`config.mk`:
```
export PLATFORM = sky130hd
export DESIGN_NAME = irq_dest_resolver
export DESIGN_NICKNAME = d
export VERILOG_FILES = /design/src/rtl/irq_dest_pkg.sv /design/src/rtl/lowest_bit_pick.sv /design/src/rtl/phys_match.sv /design/src/rtl/logic_match.sv /design/src/rtl/shorthand_sel.sv /design/src/rtl/irq_dest_resolver.sv
export SDC_FILE = /design/constraint.sdc
export NUM_CORES = 1
export LEC_CHECK = 0
export ABC_AREA = 1
export BUFFER_PORTS_ARGS = -buffer_cell sky130_fd_sc_hd__buf_2
export CAP_MARGIN = 25
export CORE_ASPECT_RATIO = 0.9
export CORE_MARGIN = 8
export CORE_UTILIZATION = 47
export DETAILED_ROUTE_END_ITERATION = 12
export PLACE_DENSITY = 0.94
export SETUP_SLACK_MARGIN = 0.5
export SKIP_LAST_GASP = 1
export SLEW_MARGIN = 20
export SYNTH_ARGS = -nofsm -noshare
export SYNTH_HDL_FRONTEND = slang
export SYNTH_HIERARCHICAL = 1
export SYNTH_SLANG_ARGS = --single-unit
```
`constraint.sdc`:
```
create_clock -name vclk -period 2.2
set_clock_uncertainty 0.15 [all_clocks]
set_input_delay 0.11 -clock vclk [all_inputs]
set_output_delay 0.11 -clock vclk [all_outputs]
set_load 0.01 [all_outputs]
```
`src/rtl/irq_dest_pkg.sv`:
```
package irq_dest_pkg;
  localparam int MODEL_W = 4;
  localparam logic [MODEL_W-1:0] MODEL_FLAT    = 4'hF;
  localparam logic [MODEL_W-1:0] MODEL_CLUSTER = 4'h0;

  typedef enum logic [1:0] {
    SH_ADDRESSED = 2'd0,
    SH_SELF      = 2'd1,
    SH_ALL       = 2'd2,
    SH_OTHERS    = 2'd3
  } shorthand_e;
endpackage

```
`src/rtl/lowest_bit_pick.sv`:
```
module lowest_bit_pick #(
  parameter int W = 8
) (
  input  logic [W-1:0] vec_in,
  output logic [W-1:0] vec_out
);
  // Two's complement isolates the least significant set bit.
  always_comb begin
    vec_out = vec_in & (~vec_in + W'(1));
  end

  always_comb begin

    pick_onehot_chk: assert ($onehot0(vec_out)) else $error("pick not one-hot");

    pick_subset_chk: assert ((vec_out & ~vec_in) == '0) else $error("pick outside input");

    pick_nonempty_chk: assert ((vec_in == '0) || (vec_out != '0)) else $error("pick lost a bit");
  end
endmodule

```
`src/rtl/phys_match.sv`:
```
module phys_match #(
  parameter int N_AGENTS = 8,
  parameter int DEST_W   = 8
) (
  input  logic [DEST_W-1:0]          dest_id,
  input  logic [N_AGENTS*DEST_W-1:0] agent_phys_id,
  output logic [N_AGENTS-1:0]        sel
);
  localparam logic [DEST_W-1:0] BCAST_ID = '1;

  logic [N_AGENTS-1:0] id_hit;
  logic [N_AGENTS-1:0] id_first;
  logic                is_bcast;

  for (genvar gi = 0; gi < N_AGENTS; gi++) begin : g_cmp
    assign id_hit[gi] = (agent_phys_id[gi*DEST_W +: DEST_W] == dest_id);
  end

  // Duplicate IDs resolve to the lowest index holding the ID.
  lowest_bit_pick #(.W(N_AGENTS)) u_dup_pick (
    .vec_in  (id_hit),
    .vec_out (id_first)
  );

  always_comb begin
    is_bcast = (dest_id == BCAST_ID);
    sel      = is_bcast ? '1 : id_first;
  end

  always_comb begin

    phys_single_chk: assert (is_bcast || ($countones(sel) <= 1)) else $error("physical hit not unique");

    phys_hit_chk: assert (is_bcast || ((sel & ~id_hit) == '0)) else $error("physical sel without id match");
  end
endmodule

```
`src/rtl/logic_match.sv`:
```
module logic_match
  import irq_dest_pkg::*;
#(
  parameter int N_AGENTS = 8,
  parameter int DEST_W   = 8
) (
  input  logic [DEST_W-1:0]           dest_id,
  input  logic [N_AGENTS*DEST_W-1:0]  agent_log_dest,
  input  logic [N_AGENTS*MODEL_W-1:0] agent_model,
  output logic [N_AGENTS-1:0]         sel
);
  localparam int HALF_W = DEST_W / 2;

  for (genvar gi = 0; gi < N_AGENTS; gi++) begin : g_agent
    logic [DEST_W-1:0]  ldest;
    logic [MODEL_W-1:0] model;
    logic               flat_hit;
    logic               clus_hit;

    always_comb begin
      ldest    = agent_log_dest[gi*DEST_W +: DEST_W];
      model    = agent_model[gi*MODEL_W +: MODEL_W];
      flat_hit = |(dest_id & ldest);
      clus_hit = (dest_id[DEST_W-1:HALF_W] == ldest[DEST_W-1:HALF_W]) &&
                 (|(dest_id[HALF_W-1:0] & ldest[HALF_W-1:0]));
      unique case (model)
        MODEL_FLAT:    sel[gi] = flat_hit;
        MODEL_CLUSTER: sel[gi] = clus_hit;
        default:       sel[gi] = 1'b0;
      endcase
    end

    always_comb begin

      logic_model_chk: assert (!sel[gi] || (model == MODEL_FLAT) || (model == MODEL_CLUSTER))
        else $error("agent with unused model selected");

      logic_overlap_chk: assert (!sel[gi] || (|(dest_id & ldest)))
        else $error("logical sel without shared bit");
    end
  end
endmodule

```
`src/rtl/shorthand_sel.sv`:
```
module shorthand_sel
  import irq_dest_pkg::*;
#(
  parameter int N_AGENTS = 8,
  parameter int IDX_W    = 3
) (
  input  logic [1:0]          shorthand,
  input  logic [IDX_W-1:0]    sender_idx,
  input  logic [N_AGENTS-1:0] addressed,
  output logic [N_AGENTS-1:0] sel
);
  logic [N_AGENTS-1:0] self_vec;
  shorthand_e          sh;

  for (genvar gi = 0; gi < N_AGENTS; gi++) begin : g_self
    assign self_vec[gi] = (sender_idx == IDX_W'(gi));
  end

  always_comb begin
    sh = shorthand_e'(shorthand);
    unique case (sh)
      SH_ADDRESSED: sel = addressed;
      SH_SELF:      sel = self_vec;
      SH_ALL:       sel = '1;
      SH_OTHERS:    sel = ~self_vec;
      default:      sel = '0;
    endcase
  end

  always_comb begin

    sh_others_chk: assert ((sh != SH_OTHERS) || ((sel & self_vec) == '0)) else $error("sender kept in others");

    sh_self_chk: assert ((sh != SH_SELF) || ($countones(sel) <= 1)) else $error("self selects many");
  end
endmodule

```
`src/rtl/irq_dest_resolver.sv`:
```
module irq_dest_resolver
  import irq_dest_pkg::*;
#(
  parameter int N_AGENTS = 8,
  parameter int DEST_W   = 8,
  localparam int IDX_W   = (N_AGENTS > 1) ? $clog2(N_AGENTS) : 1
) (
  input  logic [DEST_W-1:0]           dest_id,
  input  logic                        logical_mode,
  input  logic [1:0]                  shorthand,
  input  logic [IDX_W-1:0]            sender_idx,
  input  logic [N_AGENTS*DEST_W-1:0]  agent_phys_id,
  input  logic [N_AGENTS*DEST_W-1:0]  agent_log_dest,
  input  logic [N_AGENTS*MODEL_W-1:0] agent_model,
  output logic [N_AGENTS-1:0]         full_mask,
  output logic [N_AGENTS-1:0]         first_mask
);
  logic [N_AGENTS-1:0] phys_sel;
  logic [N_AGENTS-1:0] log_sel;
  logic [N_AGENTS-1:0] addr_sel;

  phys_match #(.N_AGENTS(N_AGENTS), .DEST_W(DEST_W)) u_phys (
    .dest_id       (dest_id),
    .agent_phys_id (agent_phys_id),
    .sel           (phys_sel)
  );

  logic_match #(.N_AGENTS(N_AGENTS), .DEST_W(DEST_W)) u_logic (
    .dest_id        (dest_id),
    .agent_log_dest (agent_log_dest),
    .agent_model    (agent_model),
    .sel            (log_sel)
  );

  always_comb begin
    addr_sel = logical_mode ? log_sel : phys_sel;
  end

  shorthand_sel #(.N_AGENTS(N_AGENTS), .IDX_W(IDX_W)) u_short (
    .shorthand  (shorthand),
    .sender_idx (sender_idx),
    .addressed  (addr_sel),
    .sel        (full_mask)
  );

  lowest_bit_pick #(.W(N_AGENTS)) u_lowpri (
    .vec_in  (full_mask),
    .vec_out (first_mask)
  );

  always_comb begin

    first_in_full_chk: assert ((first_mask & ~full_mask) == '0) else $error("first not in full");

    all_code_chk: assert ((shorthand != 2'd2) || (&full_mask)) else $error("all code incomplete");
  end
endmodule

```
* After elaboration in Yosys (flattened, before gate mapping)
Index checks and enable logic that the tools add are counted.
** Word-level totals
- Flip-flop bits (word level) :: 0
- Bits in latches :: 0
- Bits in writable memories :: 0
- Memory bits (read-only) :: 0
- Input port bits :: 174
- Output and inout bits :: 16
- Word-level logic and storage cells :: 103
- Memories kept :: 0
** Operators by class
- $add $sub $neg :: 2
- Multipliers :: 0
- Div/mod/pow operators :: 0
- $lt $le $gt $ge :: 0
- Eq/ne operators :: 35
- Shift-type cells :: 0
- Multiplexer cells :: 11
- Bitwise logic cells :: 21
- Reduce and logical (&&, ||, !) cells :: 34
** Operators with widths (number)
- $and A8 B8 Y8 :: 10
- $eq A8 B8 Y1 :: 8
- $reduce_or A8 Y1 :: 8
- $and A4 B4 Y4 :: 8
- $eq A4 B4 Y1 :: 8
- $eq A4 B4 Y1 const B :: 8
- $logic_not A4 Y1 :: 8
- $pmux W8 S4 :: 1
- $reduce_or A4 Y1 :: 8
- $not A8 Y8 :: 3
- $add A8 B1 Y8 const B :: 2
- $mux W8 :: 2
- $pmux W1 S2 :: 8
- $eq A3 B3 Y1 const B :: 4
- $eq A8 B8 Y1 const B :: 1
- $logic_and A1 B1 Y1 :: 8
- $eq A3 B2 Y1 const B :: 2
- $eq A2 B2 Y1 const B :: 2
- $eq A3 B1 Y1 const B :: 1
- $logic_not A3 Y1 :: 1
- $eq A2 B1 Y1 const B :: 1
- $logic_not A2 Y1 :: 1

* Longest topological paths before layout
Gate-level depths: netlist (run 1).
- Word-level depth :: 10
- Mapped depth :: 21
- Mapped depth without buffers :: 20

* By module
Netlist (run 1), hierarchy kept.
** Modules (own cells, without submodules)
- phys_match :: instances 1, cells an instance 348, area an instance 1408.9 um^2, sequential area each 0.0 um^2
- logic_match :: instances 1, cells an instance 236, area an instance 1276.2 um^2, sequential area each 0.0 um^2
- shorthand_sel :: instances 1, cells an instance 65, area an instance 272.8 um^2, sequential area each 0.0 um^2
- lowest_bit_pick :: instances 2, cells an instance 20, area an instance 91.3 um^2, sequential area each 0.0 um^2
- irq_dest_resolver :: instances 1, cells an instance 26, area an instance 105.1 um^2, sequential area each 0.0 um^2

* Least setup slack after synthesis (run 1)
Ideal clock, no wire load.
- Kind :: in2out
- Start point :: input dest_id[7]
- End point :: output first_mask[5]
- Arrival :: 1.792 ns
- Required time :: 1.940 ns
- Path slack :: 0.148 ns
- Stages on the path :: 21
- Path buffers :: 1
- Cell sequence :: clkbuf_8 -> inv_1 -> nand2_1 -> nand2_1 -> nor2_1 -> nand2_1 -> nor2_1 -> nor2_2 -> nand2_1 -> nor2_1 -> inv_1 -> nand2_2 -> nand2_1 -> nand2_1 -> nand2_1 -> nand2_1 -> nor2_1 -> nor2_1 -> nor2_2 -> nand3_2 -> nor2_1
** On the way
- Longest elaborated chain between the ends :: 10
- Elaborated cells on any way between the ends :: 46
- Classes of those cells :: 2 x add/sub; 13 x eq/ne; 9 x mux; 10 x bitwise; 12 x reduce/logical
** Ends and longest elaborated chain
- from (decl) :: line irq_dest_resolver.sv:8 : input logic [DEST_W-1:0] dest_id,
- $eq A8 B8 Y1 :: line phys_match.sv:16 : assign id_hit[gi] = (agent_phys_id[gi*DEST_W +: DEST_W] == dest_id);
- net u_phys.id_hit[0] :: line phys_match.sv:11 : logic [N_AGENTS-1:0] id_hit;
- $not A8 Y8 :: line lowest_bit_pick.sv:9 : vec_out = vec_in & (~vec_in + W'(1));
- $add A8 B1 Y8 :: line lowest_bit_pick.sv:9
- $and A8 B8 Y8 :: line lowest_bit_pick.sv:9
- net u_phys.id_first[4] :: line phys_match.sv:12 : logic [N_AGENTS-1:0] id_first;
- $mux W8 :: line phys_match.sv:27 : sel = is_bcast ? '1 : id_first;
- net phys_sel[4] :: line irq_dest_resolver.sv:18 : logic [N_AGENTS-1:0] phys_sel;
- $mux W8 :: line irq_dest_resolver.sv:36 : addr_sel = logical_mode ? log_sel : phys_sel;
- net addr_sel[4] :: line irq_dest_resolver.sv:20 : logic [N_AGENTS-1:0] addr_sel;
- $pmux W8 S4 :: line shorthand_sel.sv:21 : unique case (sh)
- net full_mask[4] :: line irq_dest_resolver.sv:15 : output logic [N_AGENTS-1:0] full_mask,
- $not A8 Y8 :: line lowest_bit_pick.sv:9
- $add A8 B1 Y8 :: line lowest_bit_pick.sv:9
- $and A8 B8 Y8 :: line lowest_bit_pick.sv:9
- to (decl) :: line irq_dest_resolver.sv:16 : output logic [N_AGENTS-1:0] first_mask
The timed path passes the listed nets, and every way through them passes these cells.

* Worst setup path after layout (run 1)
- Start point :: input dest_id[6]
- End point :: output first_mask[7]
** On the way
- Longest elaborated chain between the ends :: 10
- Elaborated cells on any way between the ends :: 58
- Classes of those cells :: 2 x add/sub; 17 x eq/ne; 11 x mux; 12 x bitwise; 16 x reduce/logical
** Ends and longest elaborated chain (line)
- $eq A8 B8 Y1 :: phys_match.sv:16
- net u_phys.id_hit[2] :: phys_match.sv:11
- $not A8 Y8 :: lowest_bit_pick.sv:9
- $add A8 B1 Y8 :: lowest_bit_pick.sv:9
- $and A8 B8 Y8 :: lowest_bit_pick.sv:9
- net u_phys.id_first[3] :: phys_match.sv:12
- $mux W8 :: phys_match.sv:27
- net phys_sel[3] :: irq_dest_resolver.sv:18
- $mux W8 :: irq_dest_resolver.sv:36
- net addr_sel[3] :: irq_dest_resolver.sv:20
- $pmux W8 S4 :: shorthand_sel.sv:21
- $not A8 Y8 :: lowest_bit_pick.sv:9
- $add A8 B1 Y8 :: lowest_bit_pick.sv:9
- $and A8 B8 Y8 :: lowest_bit_pick.sv:9
The timed path passes the listed nets, and every way through them passes these cells.

==> results of run 1 <==
==> tightest hold or removal path: stages <==
cell	delay [ns]
buf_2	0.14
a21oi_2	0.04
nand2_1	0.05
nand2_1	0.05
inv_2	0.07
buf_4	0.10
buf_2	0.11
==> cell families (layout without fill, tap and decap cells) <==
kind of cell               count (synthesis)  after routing  synth area share (%)
and+or+nand+nor                          560            560                  69.8
buffers and inverters                    121            337                  17.5
adders and majority gates                 32             32                  12.3
AOI/OAI and AO/OA                          2              2                 0.308
other                                      0              1                     0
==> stage by stage <==
stage | power, W | setup slack [ns] | setup TNS [ns] | area, sq um
finish | 0.000879 | -0.0193 | -0.0395 | 5070
global route | 0.000973 | -0.177 | -1.07 | 5070
CTS | 0.000832 | -0.00288 | -0.00288 | 4930
detailed placement | 0.000758 | -0.164 | -0.614 | 4580
global placement | 0.000735 | -0.0919 | -0.332 | 4580
floorplan | 0.000433 | 0.243 | 0 | 3400
==> final cells by class <==
cell class	count	area, sq um	area share (%)
multi-input combinational	594	2950	58.3
timing repair buffer	233	1570	30.9
inverter	104	435	8.59
tap	90	113	2.22
antenna	1	2.50	0.0494
==> cells in the mapped netlist, drive strengths merged <==
cell type / instances / share of area [%]
or2: 1 / 0.19
nor3: 7 / 1.1
nand4: 2 / 0.39
inv: 104 / 12
buf: 14 / 4.2
ha: 32 / 12
clkbuf: 3 / 1.3
a21oi: 2 / 0.31
nand3: 4 / 0.93
nand2: 385 / 47
and2: 8 / 1.5
nor2: 153 / 19
==> worst min path at each step <==
stage / start / end / slack, ns / cells past startpoint
6_report: shorthand[1] / full_mask[2] / 0.63 / 7
5_1_grt: shorthand[1] / full_mask[2] / 0.67 / 6
4_1_cts: sender_idx[1] / full_mask[6] / 0.63 / 6
3_5_place_dp: shorthand[1] / full_mask[2] / 0.60 / 6
3_3_place_gp: shorthand[1] / full_mask[2] / 0.60 / 6
2_1_floorplan: shorthand[1] / full_mask[2] / 0.25 / 3
==> cells in the final DEF, fill, tap and decap left out, types with 4 or more instances in the layout <==
cell | synthesis | layout
nor2_1 | 140 | 115
buf_2 | 2 | 172
and2_1 | 8 | 8
buf_4 | 2 | 26
ha_1 | 32 | 24
inv_2 | 3 | 8
buf_12 | 0 | 10
nor2_2 | 12 | 30
nor2_4 | 1 | 8
inv_1 | 101 | 87
buf_6 | 10 | 21
nand2_4 | 2 | 4
ha_4 | 0 | 6
nand2_2 | 24 | 44
nor3_1 | 7 | 5
nand2_1 | 359 | 337
==> layer usage <==
layer,routed length [microns],up-vias
met5,0,-
met4,418,0
met3,1140,34
met2,6700,222
met1,5020,2091
li1,-,2522
==> report_power, final <==
part	switching (W)	internal (W)	leakage (nW)
clock network	0	0.0000000000609	0.00000634
registers	0	0	0
logic	0.000465	0.000414	3.17
==> repair_timing <==
item,CTS,global route
gates cloned,1,0
buffers inserted,4,1
gates resized for setup,76,32
pin swaps,64,31
setup endpoints to repair,16,16
==> run metrics, run 1 <==
Slew headroom=84.6%; Max FO, Critical Path=7; share of layout cells above drive strength 1=37.7%; worst endpoint required time=just under 2 ns; Critical Path Start Type=input pin; final net count=1139; gr usage total=about a quarter; Ports=190; fill count=approximately 550; sequential share of the synthesized area=0%; Crit-path slowest cell=nor2_2; sequential cell area=0 sq um; max-cap viol count=0; Bufs and invs on worst path=5; Die H=94.8 microns; Setup CP Type=input pin to output port; worst min path class=input pin to output port; first-pass GRT wire length=20600 microns; status=finished, violations left; Cell Chain, Critical Path=buf_12 -> buf_8 -> nand2_2 -> nand2_1 -> nor2_1 -> nand2_1 -> nor2_1 -> inv_2 -> nand2_2 -> nor2_1 -> inv_1 -> nand2_2 -> nand2_1 -> nand2_1 -> nand2_1 -> nand2_1 -> nor2_1 -> nor2_2 -> nor2_2 -> nand3_4 -> nor2_4 -> buf_6; Crit. Startpoint=dest_id[6]; drt drc=0; average cell area after synthesis=approximately 4.5 sq um; final hold slack=0.634 ns; Final setup viols=4; die width=104 microns; final hold vios=0; Power per Cell Area=173 nW/um^2; area grow syn2layout=56.2%; ANT nets after route=0; Yosys warnings=6; drt total wl=13300 microns; final worst-path cycle share=101%; Yosys cell types=20; Pre-Repair DR Iteration Count=5; routed len/inst=between 10 and 15 microns; Leak Pwr=roughly 3.2 nW; slowest stage delay, CP=0.15 ns; CP arrival=1.96 ns; Placed Cells=~1000; grt total ovfl=0; PortBufs=190; DP HPWL=around 11000 microns; vias in the first global route=about 4700; worst vdd ir=approximately 0.12 mV; failing checks=negative setup slack; family with the most delay on the worst path=simple AND/OR/NAND/NOR gates; final core utilization=76.5%; post-synthesis instance total=715; Core Footprint=6620 sq um; # hold bufs at CTS=0; Slew Viols, Final=0; Initial DRC Count=185; Fmax achieved=451 MHz; minimum clock period=2.22 ns; worst setup margin=-0.0193 ns; Vias=4869; RSZ-0062 raised after global routing=yes; nature of the critical path endpoint=output port; GRT met2 Usage=47.1%; clkbuf count=0; GR Util met3=5.79%; die area=just under 10000 sq um; Worst Max-Slew Pin Slew=0.230 ns; initial antenna violation count=1; CP Capture Point=first_mask[7]; Via density=4.76; crit-path most repeated cell=nand2_1; Post-Syn Area=between 3000 and 4000 sq um; gr busiest metal=met2; Rows=28; cell depth of the worst setup path=22; largest net degree at the start of global routing=13; post-synth net total=921; sequential cell count=0; final non-filler cell total=~1000; met1 usage=between 20% and 30%; Placer Congestion=0.938; initial core utilization=a little under 50%
Note: power is estimated with default switching activity, not from simulation.
==> run 2: changes to the inputs <==
- CORE_UTILIZATION: 47 -> 45
- SYNTH_HIERARCHICAL: 1 -> unset
==> run metrics, run 2 <==
final net count=930 (-18%); Ports=190 (unchanged); drt total wl=13600 microns (+2.0%); sequential cell area=0 sq um (unchanged); commonest non-fill, non-tap cell in the layout=nand2_1; DP HPWL=10300 microns (-5.6%); CP arrival=1.79 ns (-0.17 ns); Yosys cell types=39 (+95%); Post-synth top cells=nand2_1 (210), nor2_1 (67), inv_1 (58); final hold vios=0 (unchanged); die width=100 microns (-3.2%); Final setup viols=0 (-4); most numerous cell in the Yosys netlist=nand2_1; worst vdd ir=0.118 mV (-1.5%); Die H=91.8 microns (-3.2%); PortBufs=190 (unchanged); die area=9200 sq um (-6.3%); sequential share of the synthesized area=0% (unchanged); Initial DRC Count=216 (+17%); average cell area after synthesis=5.41 sq um (+19%); Critical Path Start Type=input pin; Vias=4343 (-11%); max-cap viol count=0 (unchanged); fill count=482 (-13%); area grow syn2layout=54.2%; Yosys top cell area share=27.4% (-14 points); Setup CP Type=input pin to output port; setup_tns=0 ns (+0.0395 ns); Rows=27 (-3.6%); post-synthesis instance total=531 (-26%); initial core utilization=46.7% (-2.3 points); nature of the critical path endpoint=output port; largest cells by area after synthesis=nand2_1 (27%), ha_1 (14%), nor2_1 (8.8%); initial antenna violation count=1 (unchanged); drt drc=0 (unchanged); final worst-path cycle share=93.2% (-7.7 points); top cell type by total area after synthesis=nand2_1; minimum clock period=2.05 ns (-0.170 ns); Yosys warnings=0 (-6); RSZ-0062 raised after global routing=yes; final hold slack=0.616 ns (-0.0180 ns); Pre-Repair DR Iteration Count=5 (unchanged); share of layout cells above drive strength 1=41.3% (+3.6 points); worst endpoint required time=1.94 ns (about the same); Leak Pwr=2.51 nW (-21%); ANT nets after route=0 (unchanged); multi-input logic area=2750 sq um (-6.8%); post-synth net total=737 (-20%); Slew Viols, Final=0 (unchanged); Via density=5.36 (+13%); largest net degree at the start of global routing=20 (+7); status=finished, final reports clean; routed len/inst=16.7 microns (+29%); # hold bufs at CTS=0 (unchanged); Slew headroom=74.6% (-10 points); sequential cell count=0 (unchanged); Placer Congestion=0.929 (-0.98%); most frequent cells in the layout=nand2_1 (192), buf_2 (178), nor2_1 (58), inv_1 (54), nand2_2 (34); clkbuf count=0 (unchanged); grt total ovfl=0 (unchanged); gr usage total=25.6% (+0.98 points); Worst Max-Slew Pin Slew=0.378 ns (+0.149 ns); Fmax achieved=488 MHz (+8.3%); Core Footprint=6150 sq um (-7.1%); Max FO, Critical Path=7 (unchanged); Post-Syn Area=2870 sq um (-11%); worst min path class=input pin to output port; vias in the first global route=4575 (-3.5%); first-pass GRT wire length=19700 microns (-4.2%); Power per Cell Area=190 nW/um^2 (+9.3%)
run 2: critical path, stage by stage:
cell     delay, ns
buf_12        0.12
buf_12        0.14
ha_1          0.28
nor2_1        0.14
nand4_1       0.12
nand2_1       0.09
nand2_1       0.07
a31oi_2       0.18
nand2_1       0.10
nand2_2       0.11
nor2_1        0.07
nand2_2       0.08
nor2_2        0.03
buf_2         0.13
run 2: logic make-up after synthesis:
kind of cell    after synthesis  share of synthesized area, %
xor+xnor                     35                          10.9
simple gates                354                          53.1
fa+ha+maj                    32                          13.9
compound gates               28                          6.84
buf+inv                      82                          15.2
run 2: path summary, 6_finish.rpt:
kind,start,endpoint,slack (ns),cells after the start
setup / recovery,dest_id[6],first_mask[7],0.15,14
hold / removal,shorthand[1],full_mask[7],0.62,4
run 2: metal layers:
metal  global-route usage (%)  vias up  routed length, microns
met1                     25.5     1915                    4750
met4                     14.2        0                     909
met3                     5.44       86                    1210
li1                         -     2060                       -
met2                     48.2      282                    6690
met5                        0        -                       0
run 2: repair_timing:
action | in CTS | in global routing
buffers inserted | 5 | 5
pin swaps | 31 | 44
resized for setup | 50 | 58
endpoints found under the setup margin | 16 | 14
cloned | 1 | 1
run 2: through the flow:
| step | power [W] | util, % | std cells | worst slack [ns] | instance area [sq um] |
|---|---|---|---|---|---|
| floorplan | 0.000384 | - | 531 | 0.556 | 2870 |
| global placement | 0.000636 | 62.0 | 797 | 0.125 | 3810 |
| detailed placement | 0.000662 | 62.0 | 797 | 0.0588 | 3810 |
| CTS | 0.000724 | 66.5 | 803 | 0.277 | 4090 |
| global route | 0.000915 | 72.1 | 810 | 0.0743 | 4430 |
| finish | 0.000840 | 72.1 | 810 | 0.151 | 4430 |
run 2: final cells by class:
type / instances / area share (%)
Multi-Input combinational cell: 449 / 62.1
Timing Repair Buffer: 205 / 29.0
Inverter: 68 / 6.38
Tap cell: 87 / 2.46
Antenna cell: 1 / 0.0565
run 2: power by group:
| part | leakage, nW | internal (W) | switching (W) |
|---|---|---|---|
| Combinational | 2.51 | 0.000387 | 0.000453 |
| Sequential | 0 | 0 | 0 |
| Clock | 0.00000634 | 0.0000000000608 | 0 |
